<file path="config.mk">
export PLATFORM = sky130hd
export DESIGN_NAME = tournament_predictor
export DESIGN_NICKNAME = d
export VERILOG_FILES = /design/src/rtl/tp_pkg.sv /design/src/rtl/tp_ctr_table.sv /design/src/rtl/tp_ghist.sv /design/src/rtl/tournament_predictor.sv
export SDC_FILE = /design/constraint.sdc
export NUM_CORES = 1
export LEC_CHECK = 0
export ABC_AREA = 0
export BUFFER_PORTS_ARGS = -buffer_cell sky130_fd_sc_hd__buf_2
export CORE_AREA = 10 10 222 224
export DETAILED_ROUTE_END_ITERATION = 6
export DIE_AREA = 0 0 232 234
export GPL_TIMING_DRIVEN = 0
export PLACE_DENSITY = 0.64
export SYNTH_ARGS = -nofsm -noshare
export SYNTH_HDL_FRONTEND = slang
export SYNTH_SLANG_ARGS = --single-unit
</file>
<file path="constraint.sdc">
create_clock -name clk -period 5.8 [get_ports clk]
set_clock_uncertainty 0.05 [all_clocks]
set_input_delay 1.16 -clock clk [delete_from_list [all_inputs] [get_ports clk]]
set_output_delay 1.16 -clock clk [all_outputs]
set_load 0.02 [all_outputs]
</file>
<file path="src/rtl/tp_pkg.sv">
package tp_pkg;

    // Two-bit counter states; the high bit is the predicted direction.
    typedef enum logic [1:0] {
        CTR_SNT = 2'b00,
        CTR_WNT = 2'b01,
        CTR_WT  = 2'b10,
        CTR_ST  = 2'b11
    } ctr_state_e;

    typedef enum logic [1:0] {
        OP_HOLD = 2'b00,
        OP_UP   = 2'b01,
        OP_DOWN = 2'b10
    } ctr_op_e;

    function automatic ctr_state_e ctr_step(ctr_state_e cur, ctr_op_e op);
        ctr_state_e nxt;
        nxt = cur;
        case (op)
            OP_UP: begin
                unique case (cur)
                    CTR_SNT: nxt = CTR_WNT;
                    CTR_WNT: nxt = CTR_WT;
                    CTR_WT:  nxt = CTR_ST;
                    CTR_ST:  nxt = CTR_ST;
                endcase
            end
            OP_DOWN: begin
                unique case (cur)
                    CTR_SNT: nxt = CTR_SNT;
                    CTR_WNT: nxt = CTR_SNT;
                    CTR_WT:  nxt = CTR_WNT;
                    CTR_ST:  nxt = CTR_WT;
                endcase
            end
            default: nxt = cur;
        endcase
        return nxt;
    endfunction

endpackage

</file>
<file path="src/rtl/tp_ctr_table.sv">
module tp_ctr_table
    import tp_pkg::*;
#(
    parameter int IDX_W = 6
) (
    input  logic             clk,
    input  logic             rst_n,
    input  logic [IDX_W-1:0] rd_idx,
    output ctr_state_e       rd_state,
    input  logic             wr_en,
    input  logic [IDX_W-1:0] wr_idx,
    input  ctr_op_e          wr_op
);

    localparam int DEPTH = 1 << IDX_W;

    ctr_state_e tbl [DEPTH];

    // State register process: every entry is its own counter FSM.
    always_ff @(posedge clk or negedge rst_n) begin
        if (!rst_n) begin
            for (int i = 0; i < DEPTH; i++) begin
                tbl[i] <= CTR_WNT;
            end
        end else if (wr_en) begin
            tbl[wr_idx] <= ctr_step(tbl[wr_idx], wr_op);
        end
    end

    // Output process: lookup returns the pre-update state.
    always_comb begin
        rd_state = tbl[rd_idx];
    end

    // saturation at the top
    a_r4_sat_top: assert property (@(posedge clk) disable iff (!rst_n)
        (wr_en && wr_op == OP_UP && tbl[wr_idx] == CTR_ST)
        |=> tbl[$past(wr_idx)] == CTR_ST);

    // saturation at the bottom
    a_r4_sat_bottom: assert property (@(posedge clk) disable iff (!rst_n)
        (wr_en && wr_op == OP_DOWN && tbl[wr_idx] == CTR_SNT)
        |=> tbl[$past(wr_idx)] == CTR_SNT);

    // one step up below the top
    a_r4_step_up: assert property (@(posedge clk) disable iff (!rst_n)
        (wr_en && wr_op == OP_UP && tbl[wr_idx] != CTR_ST)
        |=> 2'(tbl[$past(wr_idx)]) == 2'(2'($past(tbl[wr_idx])) + 2'd1));

    // a hold update leaves the entry untouched
    a_r8_hold: assert property (@(posedge clk) disable iff (!rst_n)
        (wr_en && wr_op == OP_HOLD)
        |=> tbl[$past(wr_idx)] == $past(tbl[wr_idx]));

endmodule

</file>
<file path="src/rtl/tp_ghist.sv">
module tp_ghist #(
    parameter int HIST_W = 6
) (
    input  logic              clk,
    input  logic              rst_n,
    input  logic              shift_en,
    input  logic              shift_bit,
    output logic [HIST_W-1:0] hist
);

    logic [HIST_W-1:0] hist_q;

    always_ff @(posedge clk or negedge rst_n) begin
        if (!rst_n) begin
            hist_q <= '0;
        end else if (shift_en) begin
            hist_q <= {hist_q[HIST_W-2:0], shift_bit};
        end
    end

    always_comb begin
        hist = hist_q;
    end

    // newest outcome lands in bit 0, older bits move up
    a_r9_shift_in: assert property (@(posedge clk) disable iff (!rst_n)
        shift_en |=> (hist_q[0] == $past(shift_bit))
                  && (hist_q[HIST_W-1:1] == $past(hist_q[HIST_W-2:0])));

    // no resolve, no change
    a_r9_hold: assert property (@(posedge clk) disable iff (!rst_n)
        !shift_en |=> $stable(hist_q));

endmodule

</file>
<file path="src/rtl/tournament_predictor.sv">
module tournament_predictor
    import tp_pkg::*;
#(
    parameter int PC_W    = 32,
    parameter int GHIST_W = 6,
    parameter int LOCAL_W = 6
) (
    input  logic               clk,
    input  logic               rst_n,
    input  logic [PC_W-1:0]    pred_pc,
    output logic               pred_taken,
    output logic               pred_use_global,
    output logic               pred_global_taken,
    output logic               pred_local_taken,
    output logic [GHIST_W-1:0] pred_gidx,
    output logic [LOCAL_W-1:0] pred_lidx,
    input  logic               res_valid,
    input  logic               res_taken,
    input  logic [GHIST_W-1:0] res_gidx,
    input  logic [LOCAL_W-1:0] res_lidx,
    input  logic               res_global_pred,
    input  logic               res_local_pred
);

    logic [GHIST_W-1:0] hist;
    logic [GHIST_W-1:0] look_gidx;
    logic [LOCAL_W-1:0] look_lidx;
    ctr_state_e         g_state;
    ctr_state_e         l_state;
    ctr_state_e         s_state;
    ctr_op_e            comp_op;
    ctr_op_e            sel_op;
    logic               g_right;
    logic               l_right;

    // index formation
    always_comb begin
        look_gidx = hist ^ pred_pc[GHIST_W-1:0];
        look_lidx = pred_pc[LOCAL_W-1:0];
    end

    // both components always trained toward the outcome
    always_comb begin
        comp_op = res_taken ? OP_UP : OP_DOWN;
    end

    // chooser move from the snapshot predictions
    always_comb begin
        g_right = (res_global_pred == res_taken);
        l_right = (res_local_pred  == res_taken);
        unique case ({g_right, l_right})
            2'b10:   sel_op = OP_UP;
            2'b01:   sel_op = OP_DOWN;
            default: sel_op = OP_HOLD;
        endcase
    end

    tp_ghist #(.HIST_W(GHIST_W)) i_hist (
        .clk       (clk),
        .rst_n     (rst_n),
        .shift_en  (res_valid),
        .shift_bit (res_taken),
        .hist      (hist)
    );

    tp_ctr_table #(.IDX_W(GHIST_W)) i_global (
        .clk      (clk),
        .rst_n    (rst_n),
        .rd_idx   (look_gidx),
        .rd_state (g_state),
        .wr_en    (res_valid),
        .wr_idx   (res_gidx),
        .wr_op    (comp_op)
    );

    tp_ctr_table #(.IDX_W(LOCAL_W)) i_local (
        .clk      (clk),
        .rst_n    (rst_n),
        .rd_idx   (look_lidx),
        .rd_state (l_state),
        .wr_en    (res_valid),
        .wr_idx   (res_lidx),
        .wr_op    (comp_op)
    );

    tp_ctr_table #(.IDX_W(LOCAL_W)) i_chooser (
        .clk      (clk),
        .rst_n    (rst_n),
        .rd_idx   (look_lidx),
        .rd_state (s_state),
        .wr_en    (res_valid),
        .wr_idx   (res_lidx),
        .wr_op    (sel_op)
    );

    // output selection
    always_comb begin
        pred_gidx         = look_gidx;
        pred_lidx         = look_lidx;
        pred_global_taken = g_state[1];
        pred_local_taken  = l_state[1];
        pred_use_global   = s_state[1];
        pred_taken        = s_state[1] ? g_state[1] : l_state[1];
    end

endmodule

</file>
Yosys cells after proc, flatten, opt, wreduce, memory -nomap -nowiden
Cells that the tools add are included.
{ "totals": {"register_bits": 390, "inputBits": 50, "out_inout_bits": 16, "word_cells": 272} }
{ "op_classes": {"magnitude_cmp": 6, "eq_ne": 17, "mux": 40, "bitwise": 5, "n_reduce_logical": 11} }
{ "ops": {"columns": ["op", "n"], "rows": [
  ["bitwise mux 128 bit", 3],
  ["binary-select mux 2 bit (select 6 bit)", 6],
  ["2-to-1 mux 2 bit", 18],
  ["case mux 2 bit (3 select lines)", 6],
  [">= comparator 7 bit, second input constant", 4],
  ["NOT 6 -> 7 bit", 4],
  ["demux 2 bit (select 6 bit)", 2],
  ["equality test 2 bit, second input constant", 9],
  ["case mux 2 bit (2 select lines)", 4],
  ["less-than comparator 7 x 1 -> 1 bit, second input constant", 2],
  ["equality test 2 x 1 -> 1 bit, second input constant", 6],
  ["OR reduction 2 bit", 6],
  ["zero test 2 bit", 3],
  ["bitwise XOR 6 bit", 1],
  ["equality test 1 bit", 2],
  ["logical AND 1 bit", 2],
  ["2-to-1 mux 1 bit", 1]
]} }

Longest topological paths before layout
Gate-level depths: netlist (run 1).
{ "depth": {"ltp_word": 10, "depth_mapped": 14, "depth_no_buf": 8} }

By module
From an unflattened synthesis (run 1), not the netlist that was laid out.
{ "hier_totals": {"cells_unflattened": 2210, "area_unflattened_um2": 23334.9} }
{ "modules_own_cells": {"columns": ["module", "n_inst", "cells_each", "area_per_inst_um2", "seq_area_each_um2"], "rows": [
  ["tp_ctr_table", 3, 726, 7644.8, 3283.1],
  ["tp_ghist", 1, 13, 251.5, 150.1],
  ["tournament_predictor", 1, 19, 148.9, 0.0]
]} }

Worst setup path before layout (run 1)
No wires, ideal clock.
{ "synth_timing": {"path_type": "input -> output", "startpoint": "input port pred_pc[0]", "endpoint": "output port pred_taken", "arrival_time_ns": 4.122, "required_time_ns": 4.590, "slack_ns": 0.468, "path_stages": 8, "n_path_buf": 2, "cell_sequence": "buf_2 > xor2_1 > buf_2 > mux4_2 > a22oi_1 > nand2_1 > mux4_2 > mux2_2"} }
{ "synth_between": {"elab_chain_len": 6, "word_cells_on_any_way": 13, "cone_classes": "10 x mux; 3 x bitwise"} }
{ "synth_lines": {"columns": ["element", "line_no", "rtl"], "rows": [
  ["start: declaration", "tournament_predictor.sv:10", "input logic [PC_W-1:0] pred_pc,"],
  ["bitwise XOR 6 bit", "tournament_predictor.sv:38", "look_gidx = hist ^ pred_pc[GHIST_W-1:0];"],
  ["net pred_gidx[0]", "tournament_predictor.sv:15", "output logic [GHIST_W-1:0] pred_gidx,"],
  ["NOT 6 -> 7 bit (implied by the code)", "tp_ctr_table.sv:32", "rd_state = tbl[rd_idx];"],
  ["binary-select mux 2 bit (select 6 bit)", "tp_ctr_table.sv:32", null],
  ["2-to-1 mux 2 bit (implied by the code) (2 in series)", "tp_ctr_table.sv:32", null],
  ["net pred_global_taken", "tournament_predictor.sv:13", "output logic pred_global_taken,"],
  ["2-to-1 mux 1 bit", "tournament_predictor.sv:103", "pred_taken = s_state[1] ? g_state[1] : l_state[1];"],
  ["end: declaration", "tournament_predictor.sv:11", "output logic pred_taken,"]
]} }
The timed path passes the listed nets, and every way through them passes these cells. The select of a mux whose other input is x is not followed.

Worst setup path in the final report (run 1)
{ "layout_timing": {"startpoint": "input port pred_pc[1]", "endpoint": "output port pred_taken"} }
{ "layout_between": {"elab_chain_len": 6, "word_cells_on_any_way": 13, "cone_classes": "10 x mux; 3 x bitwise"} }
{ "layout_lines": {"columns": ["element", "line_no"], "rows": [
  ["bitwise XOR 6 bit", "tournament_predictor.sv:38"],
  ["NOT 6 -> 7 bit (implied by the code)", "tp_ctr_table.sv:32"],
  ["binary-select mux 2 bit (select 6 bit)", "tp_ctr_table.sv:32"],
  ["2-to-1 mux 2 bit (implied by the code) (2 in series)", "tp_ctr_table.sv:32"],
  ["2-to-1 mux 1 bit *", "tournament_predictor.sv:103"]
]} }
Every way passes the cells marked *; elsewhere a longest branch is shown, timed or not. The select of a mux whose other input is x is not followed.

==> impl_summary.log, run 1 <==
INFO  metric status = completed
INFO  metric gp_congestion = between 0.9 and 1
INFO  metric setup_slack = ~70 ps
INFO  metric seq_area_frac_synth = approximately half
INFO  metric finalSetupViolations = 0
INFO  metric dieWidth = approximately 230 um
INFO  metric crit_chain = clkbuf_1 > xor2_2 > clkbuf_2 > mux4_2 > a22oi_1 > nand2_1 > mux4_2 > mux2_2 > buf_2
INFO  metric synth_mux_area_share = about a fifth
INFO  metric final_cell_mix = nand2_1, o21ai_0, dfrtp_1, dfstp_2, mux4_2
INFO  metric post_synth_and_or_nand_nor_area_fraction = around 13%
INFO  metric synth-seq-cells = 390
INFO  metric fillCellCount = approximately 4100
INFO  metric nets = just under 2000
INFO  metric period_minus_slack = roughly 5700 ps
INFO  metric numCtsBuffers = 43
INFO  metric fin_hold_ws = a little over 400 ps
INFO  metric max_fo_critical_path = 10
INFO  metric place.port_buffers = 28
INFO  metric number_of_antenna_violations_at_the_first_check_in_global_routing = 3
INFO  metric final_max_slew_viol_count = 0
INFO  metric post_detail_place_hpwl = 44400 um
INFO  metric die_height = between 200 and 250 um
INFO  metric cts.path.max_buffers = 3
INFO  metric pre_cts_ws = -430.6 ps
INFO  metric distinct_cell_type_count_after_synthesis = a little under 70
INFO  metric drt_drc_violations_left = 0
INFO  metric critPathLaunchType = primary input
INFO  metric vdd.ir_drop.worst = around 0.27 mV
INFO  metric number_of_nets_in_the_synthesized_netlist = 1885
INFO  metric grt_usage = between 20% and 30%
INFO  metric critical_path.n_buffers_inverters = 3
INFO  metric clock_tree_from_tritoncts = built
INFO  metric cpPeakStageDelay = 640 ps
INFO  metric routed_wl = ~64000 um
INFO  metric row_count = between 70 and 80
INFO  metric route.detailed.wl_per_inst = approximately 25 um
INFO  metric clockRootBuffer = clkbuf_16
INFO  metric post-cts-setup-buffer-count = 0
INFO  metric synth_compound_gate_area_share = around an eighth
INFO  metric routed-via-count = 15670
INFO  metric synth_edf_count = 0
INFO  metric dp_cells = 2466
INFO  metric final_layout_size_suffix_gt1_share = between 20 and 30%
INFO  metric grt-ovfl-total = 0
INFO  metric timing.critical_path.required = between 4000 and 5000 ps
INFO  metric ant_nets = 0
INFO  metric cap_viol_max_count = 0
INFO  metric area_delta_synth_final = 12.71%
INFO  metric p_leak = around 8.8 nW
INFO  metric post_synth.cell_area_avg = approximately 11 sq um
INFO  metric layout_commonest_cell = nand2_1
INFO  metric clk_lat_worst_skew = roughly 600 ps
INFO  metric die_area = ~0.054 sq mm
INFO  metric synth_top_family_by_area = multiplexers
INFO  metric worstSetupPathType = primary input to output pin
INFO  metric worst_slew_pin_slew = 1375 ps
INFO  metric top_level_ports = 66
INFO  metric via_per_inst = slightly above 6
INFO  metric async_reset_ff_share = 100.0%
INFO  metric core-area = 0.04489 sq mm
INFO  metric drtIter0Drc = around 1700
INFO  metric cts_num_sinks = between 300 and 400
INFO  metric syn_area = ~0.020 sq mm
INFO  metric slew-limit-headroom = around 8%
INFO  metric worstHoldPathType = flip-flop to flip-flop
INFO  metric rsz0062_at_grt = no
INFO  metric final_hold_viol_count = 0
INFO  metric synth-main-ff-cell = dfrtp_1
INFO  metric cts.hold.buffers_added = 0
INFO  metric grt_start_max_net_pins = ~130
INFO  metric postLayoutCoreUtil = ~50%
INFO  metric total_power = between 7 and 8 mW
INFO  metric cpMaxStageDelayCell = xor2_2
INFO  metric path_delay_family = multiplexers
INFO  metric power_per_cell_area = ~330 mW/mm^2
INFO  metric reg_clk_slew_reported_paths = 60 ps
INFO  metric yosys_warnings = 0
INFO  metric final_cell_count_no_fill = 2547
INFO  metric synth-xor-area-share = less than 1%
INFO  metric first_global_vias = 15300
INFO  metric synthesis.instances = roughly 1800
INFO  metric first_pass_grt_wire_length = 96360 um
INFO  metric effective_utilization_at_floorplan = 44.25%
INFO  metric synth_fa_ha_area_share = 0.3527%
INFO  metric cpMostUsedCell = mux4_2
INFO  metric cp.arrival = around 4500 ps
INFO  metric dr.pass1.iters = 6
INFO  metric clock_tree.htree_level_count = 2
INFO  metric maxClockFrequency = around 170 MHz
INFO  metric layout_worst_path_cycle_share = 98.76%
INFO  metric critPathCaptureType = output pin
## stage by stage
stage / setup TNS [ps] / area, sq um
floorplan: 0 / 19870
detailed placement: -612.6 / 20900
global route: 0 / 22390
CTS: 0 / 22380
global placement: -1024450 / 20760
finish: 0 / 22390
## state kept, by name (all words and copies together), names as in the netlist
| signal | flops |
|---|---|
| i_chooser.tbl | 128 |
| i_global.tbl | 128 |
| i_local.tbl | 128 |
| i_hist.hist | 6 |
## final cells by class
cell class	instances	area [sq um]	area share (%)
flip-flops and latches	390	10000	44.66
multi-input cells	1320	9226	41.21
clock buffers	65	1259	5.622
well taps	600	750.7	3.353
plain buffers	116	666.9	2.978
repair buffers	33	255.2	1.140
clock inverters	15	203.9	0.9109
inverters	7	26.28	0.1174
diodes	1	2.502	0.01118
## worst paths after layout
path | startpoint | endpoint | slack, ps | cells after the start
min in group asynchronous | rst_n | i_global.tbl[35] | 460 | 1
max reg2reg | i_chooser.tbl[111] | i_chooser.tbl[101] | 2170 | 9
max | pred_pc[1] | pred_taken | 70 | 9
min reg2reg | i_chooser.tbl[42] | i_chooser.tbl[42] | 410 | 2
max in group asynchronous | rst_n | i_chooser.tbl[53] | 3820 | 3
min | i_chooser.tbl[42] | i_chooser.tbl[42] | 410 | 2
## power breakdown
part	internal, mW	switching (mW)	leakage, nW
clock network	1.69	1.17	0.703
registers	3.13	0.190	4.71
logic	0.445	0.699	3.42
total	5.26	2.06	8.83
## routing by layer
metal | GRT usage, % | routed length (um)
met5 | 0 | 27
met4 | 10.97 | 3169
met3 | 7.324 | 6888
met2 | 35.06 | 28030
met1 | 31.30 | 26120
## cells by family (layout without fill, tap and decap cells)
kind of cell / Yosys count / count (layout)
other: 0 / 1
AO/OA/AOI/OAI: 455 / 455
AND/OR/NAND/NOR: 604 / 604
flip-flops: 390 / 390
XOR/XNOR: 8 / 8
adder cells (fa/ha/maj): 6 / 6
buffers and inverters: 123 / 236
multiplexers: 247 / 247
## timing repair
item	in CTS	in global routing
resized for setup	3	2
cloned	0	0
setup endpoints to repair	2	1
## tightest hold or removal path: stages (launching register included)
cell and delay (ps):
dfstp_2 360, nand2_1 40, o21ai_1 50
## cell usage after synthesis (6+ instances only)
cell | count | area share, %
buf_2 | 27 | 0.68
o21ai_0 | 269 | 6.8
nand2_1 | 481 | 9.1
buf_6 | 20 | 1.1
mux4_2 | 106 | 12
nor2_1 | 35 | 0.66
a221oi_1 | 11 | 0.48
nand3_1 | 16 | 0.40
dfstp_2 | 192 | 25
buf_4 | 12 | 0.45
nor3_1 | 7 | 0.18
and3_1 | 8 | 0.25
a22oi_1 | 35 | 1.3
dfrtp_1 | 198 | 25
nor3b_1 | 6 | 0.23
clkbuf_1 | 50 | 0.94
nor2b_1 | 10 | 0.31
a21oi_1 | 22 | 0.55
mux2_2 | 90 | 5.1
mux2i_1 | 49 | 2.5
inv_1 | 6 | 0.11
o22ai_1 | 6 | 0.19
xor2_1 | 7 | 0.31
o21ai_1 | 68 | 1.7
buf_1 | 7 | 0.13
and2_1 | 6 | 0.19
No activity file was read; power rests on OpenSTA's default activity.
==> run 2: changes to the inputs <==
--- a/config.mk
+++ b/config.mk
@@ -7,11 +7,13 @@
 export LEC_CHECK = 0
 export ABC_AREA = 0
 export BUFFER_PORTS_ARGS = -buffer_cell sky130_fd_sc_hd__buf_2
-export CORE_AREA = 10 10 222 224
+export CELL_PAD_IN_SITES_DETAIL_PLACEMENT = 0
+export CELL_PAD_IN_SITES_GLOBAL_PLACEMENT = 2
+export CORE_AREA = 10 10 229 231
 export DETAILED_ROUTE_END_ITERATION = 6
-export DIE_AREA = 0 0 232 234
+export DIE_AREA = 0 0 239 241
 export GPL_TIMING_DRIVEN = 0
-export PLACE_DENSITY = 0.64
+export PLACE_DENSITY = 0.83
 export SYNTH_ARGS = -nofsm -noshare
 export SYNTH_HDL_FRONTEND = slang
 export SYNTH_SLANG_ARGS = --single-unit
==> run 2 against run 1 <==
Critical endpoint unchanged. Utilization is 2.5 points lower. Count of clock-buffer cells in the layout is 4 higher. Total power is 1.5% higher. Register-to-register slack worse by 200 ps. Largest cell class unchanged. Largest power group unchanged. Fmax is 2.6% higher. Global-route usage is 0.12 points lower. First-iteration DRC count is 11% lower. Clock power is 3% higher.
==> impl_summary.log, run 2 (synthesis gave the netlist of run 1 again) <==
INFO  metric critPathCaptureType = output pin
INFO  metric area.sequential = 0.01000 sq mm (unchanged)
INFO  metric core-area = 0.04755 sq mm (+5.9%)
INFO  metric row_count = 80 (+2.6%)
INFO  metric vdd.ir_drop.worst = 0.2114 mV (-21%)
INFO  metric via_per_inst = 6.014 (-2.2%)
INFO  metric effective_utilization_at_floorplan = 41.78% (-2.5 points)
INFO  metric die_area = 0.05760 sq mm (+6.1%)
INFO  metric total_power = 7.427 mW (+1.5%)
INFO  metric place.port_buffers = 28 (unchanged)
INFO  metric cp.arrival = 4370 ps (-150 ps)
INFO  metric cpMaxStageDelayCell = clkbuf_1
INFO  metric worstSetupPathType = primary input to output pin
INFO  metric routed_wl = 67430 um (+5.0%)
INFO  metric top_level_ports = 66 (unchanged)
INFO  metric largestRegisters = i_chooser.tbl: 128 flops, i_global.tbl: 128 flops, i_local.tbl: 128 flops
INFO  metric die_height = 241 um (+3.0%)
INFO  metric dieWidth = 239 um (+3.0%)
INFO  metric grt-ovfl-total = 0 (unchanged)
INFO  metric drt_drc_violations_left = 0 (unchanged)
INFO  metric fin_hold_ws = 411.8 ps (-0.1110 ps)
INFO  metric route.detailed.wl_per_inst = 26.25 um (+4.1%)
INFO  metric max_fo_critical_path = 9 (-1)
INFO  metric ant_nets = 0 (unchanged)
INFO  metric p_leak = 8.897 nW (+0.81%)
INFO  metric cts.path.max_buffers = 3 (unchanged)
INFO  metric routed-via-count = 15450 (-1.4%)
INFO  metric cts_num_sinks = 390 (unchanged)
INFO  metric power_per_cell_area = 329.7 mW/mm^2 (+0.86%)
INFO  metric clock_tree_from_tritoncts = built
INFO  metric period_minus_slack = 5581 ps (-147.4 ps)
INFO  metric critPathLaunchType = primary input
INFO  metric first_global_vias = 14990 (-2.0%)
INFO  metric rsz0062_at_grt = no
INFO  metric final_cell_mix = nand2_1, o21ai_0, dfrtp_1, dfstp_2, mux4_2
INFO  metric number_of_antenna_violations_at_the_first_check_in_global_routing = 1 (-2)
INFO  metric clockRootBuffer = clkbuf_16
INFO  metric multiInputGateArea = 0.009238 sq mm (+0.12%)
INFO  metric final_max_slew_viol_count = 0 (unchanged)
INFO  metric finalSetupViolations = 0 (unchanged)
INFO  metric fillCellCount = 4340 (+7.1%)
INFO  metric reg_clk_slew_reported_paths = 60 ps (about the same)
INFO  metric worst_slew_pin_slew = 1403 ps (+28.27 ps)
INFO  metric r2r_setup_slack = 1970 ps (-200 ps)
INFO  metric path_delay_family = buffers and inverters
INFO  metric critical_path.n_buffers_inverters = 2 (-1)
INFO  metric rr_worst_depth = 9 (unchanged)
INFO  metric final_hold_viol_count = 0 (unchanged)
INFO  metric gp_congestion = 0.9473 (-3.1%)
INFO  metric clk_lat_worst_skew = 590 ps (about the same)
INFO  metric clock_tree.htree_level_count = 2 (unchanged)
INFO  metric status = completed
INFO  metric cts.hold.buffers_added = 0 (unchanged)
INFO  metric layout_worst_path_cycle_share = 96.22% (-2.5 points)
INFO  metric rr_endpoint = i_chooser.tbl[103]
INFO  metric reg2reg_from = i_chooser.tbl[107]
INFO  metric first_pass_grt_wire_length = 100100 um (+3.9%)
INFO  metric holdPathEnd = i_chooser.tbl[100]
INFO  metric grt_start_max_net_pins = 123 (-3.9%)
INFO  metric maxClockFrequency = 179.2 MHz (+2.6%)
INFO  metric whs_path_depth = 2 (unchanged)
INFO  metric n_antenna_cell = 0 (-1)
INFO  metric cap_viol_max_count = 0 (unchanged)
INFO  metric numCtsBuffers = 45 (+4.7%)
INFO  metric post_detail_place_hpwl = 47730 um (+7.5%)
INFO  metric crit_chain = clkbuf_1 > xor2_1 > and2_1 > a22oi_1 > nand2_1 > mux4_2 > mux2_2 > buf_2
INFO  metric nets = 1969 (+0.31%)
INFO  metric drtIter0Drc = 1491 (-11%)
INFO  metric worstHoldPathType = flip-flop to flip-flop
INFO  metric slew-limit-headroom = 6.097% (-1.9 points)
INFO  metric layout_commonest_cell = nand2_1
INFO  metric timing.critical_path.required = 4590 ps (about the same)
INFO  metric final_layout_size_suffix_gt1_share = 29.58% (+0.34 points)
INFO  metric area_delta_synth_final = 13.40%
INFO  metric cpPeakStageDelay = 890 ps (+250 ps)
INFO  metric dr.pass1.iters = 6 (unchanged)
INFO  metric grt_usage = 23.53% (-0.12 points)
INFO  metric holdCritStartpoint = i_chooser.tbl[100]
[run 2: worst max path at each step]
stage	slack, ps	end	from	cells past startpoint
after global placement	-4070	i_local.tbl[61]	rst_n	1
after detailed placement	-750	pred_taken	pred_pc[1]	9
final	220	pred_taken	pred_pc[2]	8
after CTS	10	pred_taken	pred_pc[1]	7
after floorplan	470	pred_taken	pred_pc[0]	8
after global routing	50	pred_taken	pred_pc[3]	9
[run 2: layout make-up]
type	instances	share of cell area [%]
Tap cell	615	3.416
Inverter	7	0.1166
Multi-Input combinational cell	1320	41.01
Clock inverter	15	0.8276
Buffer	116	3.016
Clock buffer	69	5.943
Sequential cell	390	44.39
Timing Repair Buffer	37	1.283
[run 2: power breakdown]
part	switching, mW	leakage, nW	internal (mW)
Combinational	0.715	3.45	0.451
Clock	1.18	0.742	1.77
Sequential	0.188	4.71	3.13
[run 2: per-layer routing]
| layer | GRT usage [%] | vias up | routed length, um |
|---|---|---|---|
| met5 | 0 | - | 11 |
| met4 | 7.428 | 2 | 2056 |
| met3 | 6.410 | 133 | 6525 |
| met2 | 34.01 | 724 | 28860 |
| met1 | 33.65 | 7791 | 29970 |
| li1 | - | 6800 | - |
[run 2: worst reg2reg max path, stage by stage, from the launching register on]
cell	delay, ps
dfrtp_1	390
mux4_2	500
mux2_2	330
nand2_1	100
nand4_1	170
nor4_2	460
o21ai_0	210
a21oi_2	760
clkbuf_1	520
o21ai_0	200
[run 2: what timing repair did]
item	CTS	global route
endpoints found under the setup margin	2	1
gates resized for setup	8	5
pin swaps	0	1
buffers inserted	0	3
cloned	0	0
[run 2: through the flow]
step / util [%] / setup TNS [ps] / worst slack [ps] / area, sq um / instances
after floorplan: - / 0 / 468.0 / 19870 / 1833
after global placement: 43.69 / -1090130 / -4073 / 20770 / 2476
after detailed placement: 44.02 / -1234 / -745.9 / 20930 / 2482
after CTS: 47.32 / 0 / 10.18 / 22500 / 2566
after global routing: 47.38 / 0 / 54.17 / 22530 / 2569
final: 47.38 / 0 / 219.5 / 22530 / 2569
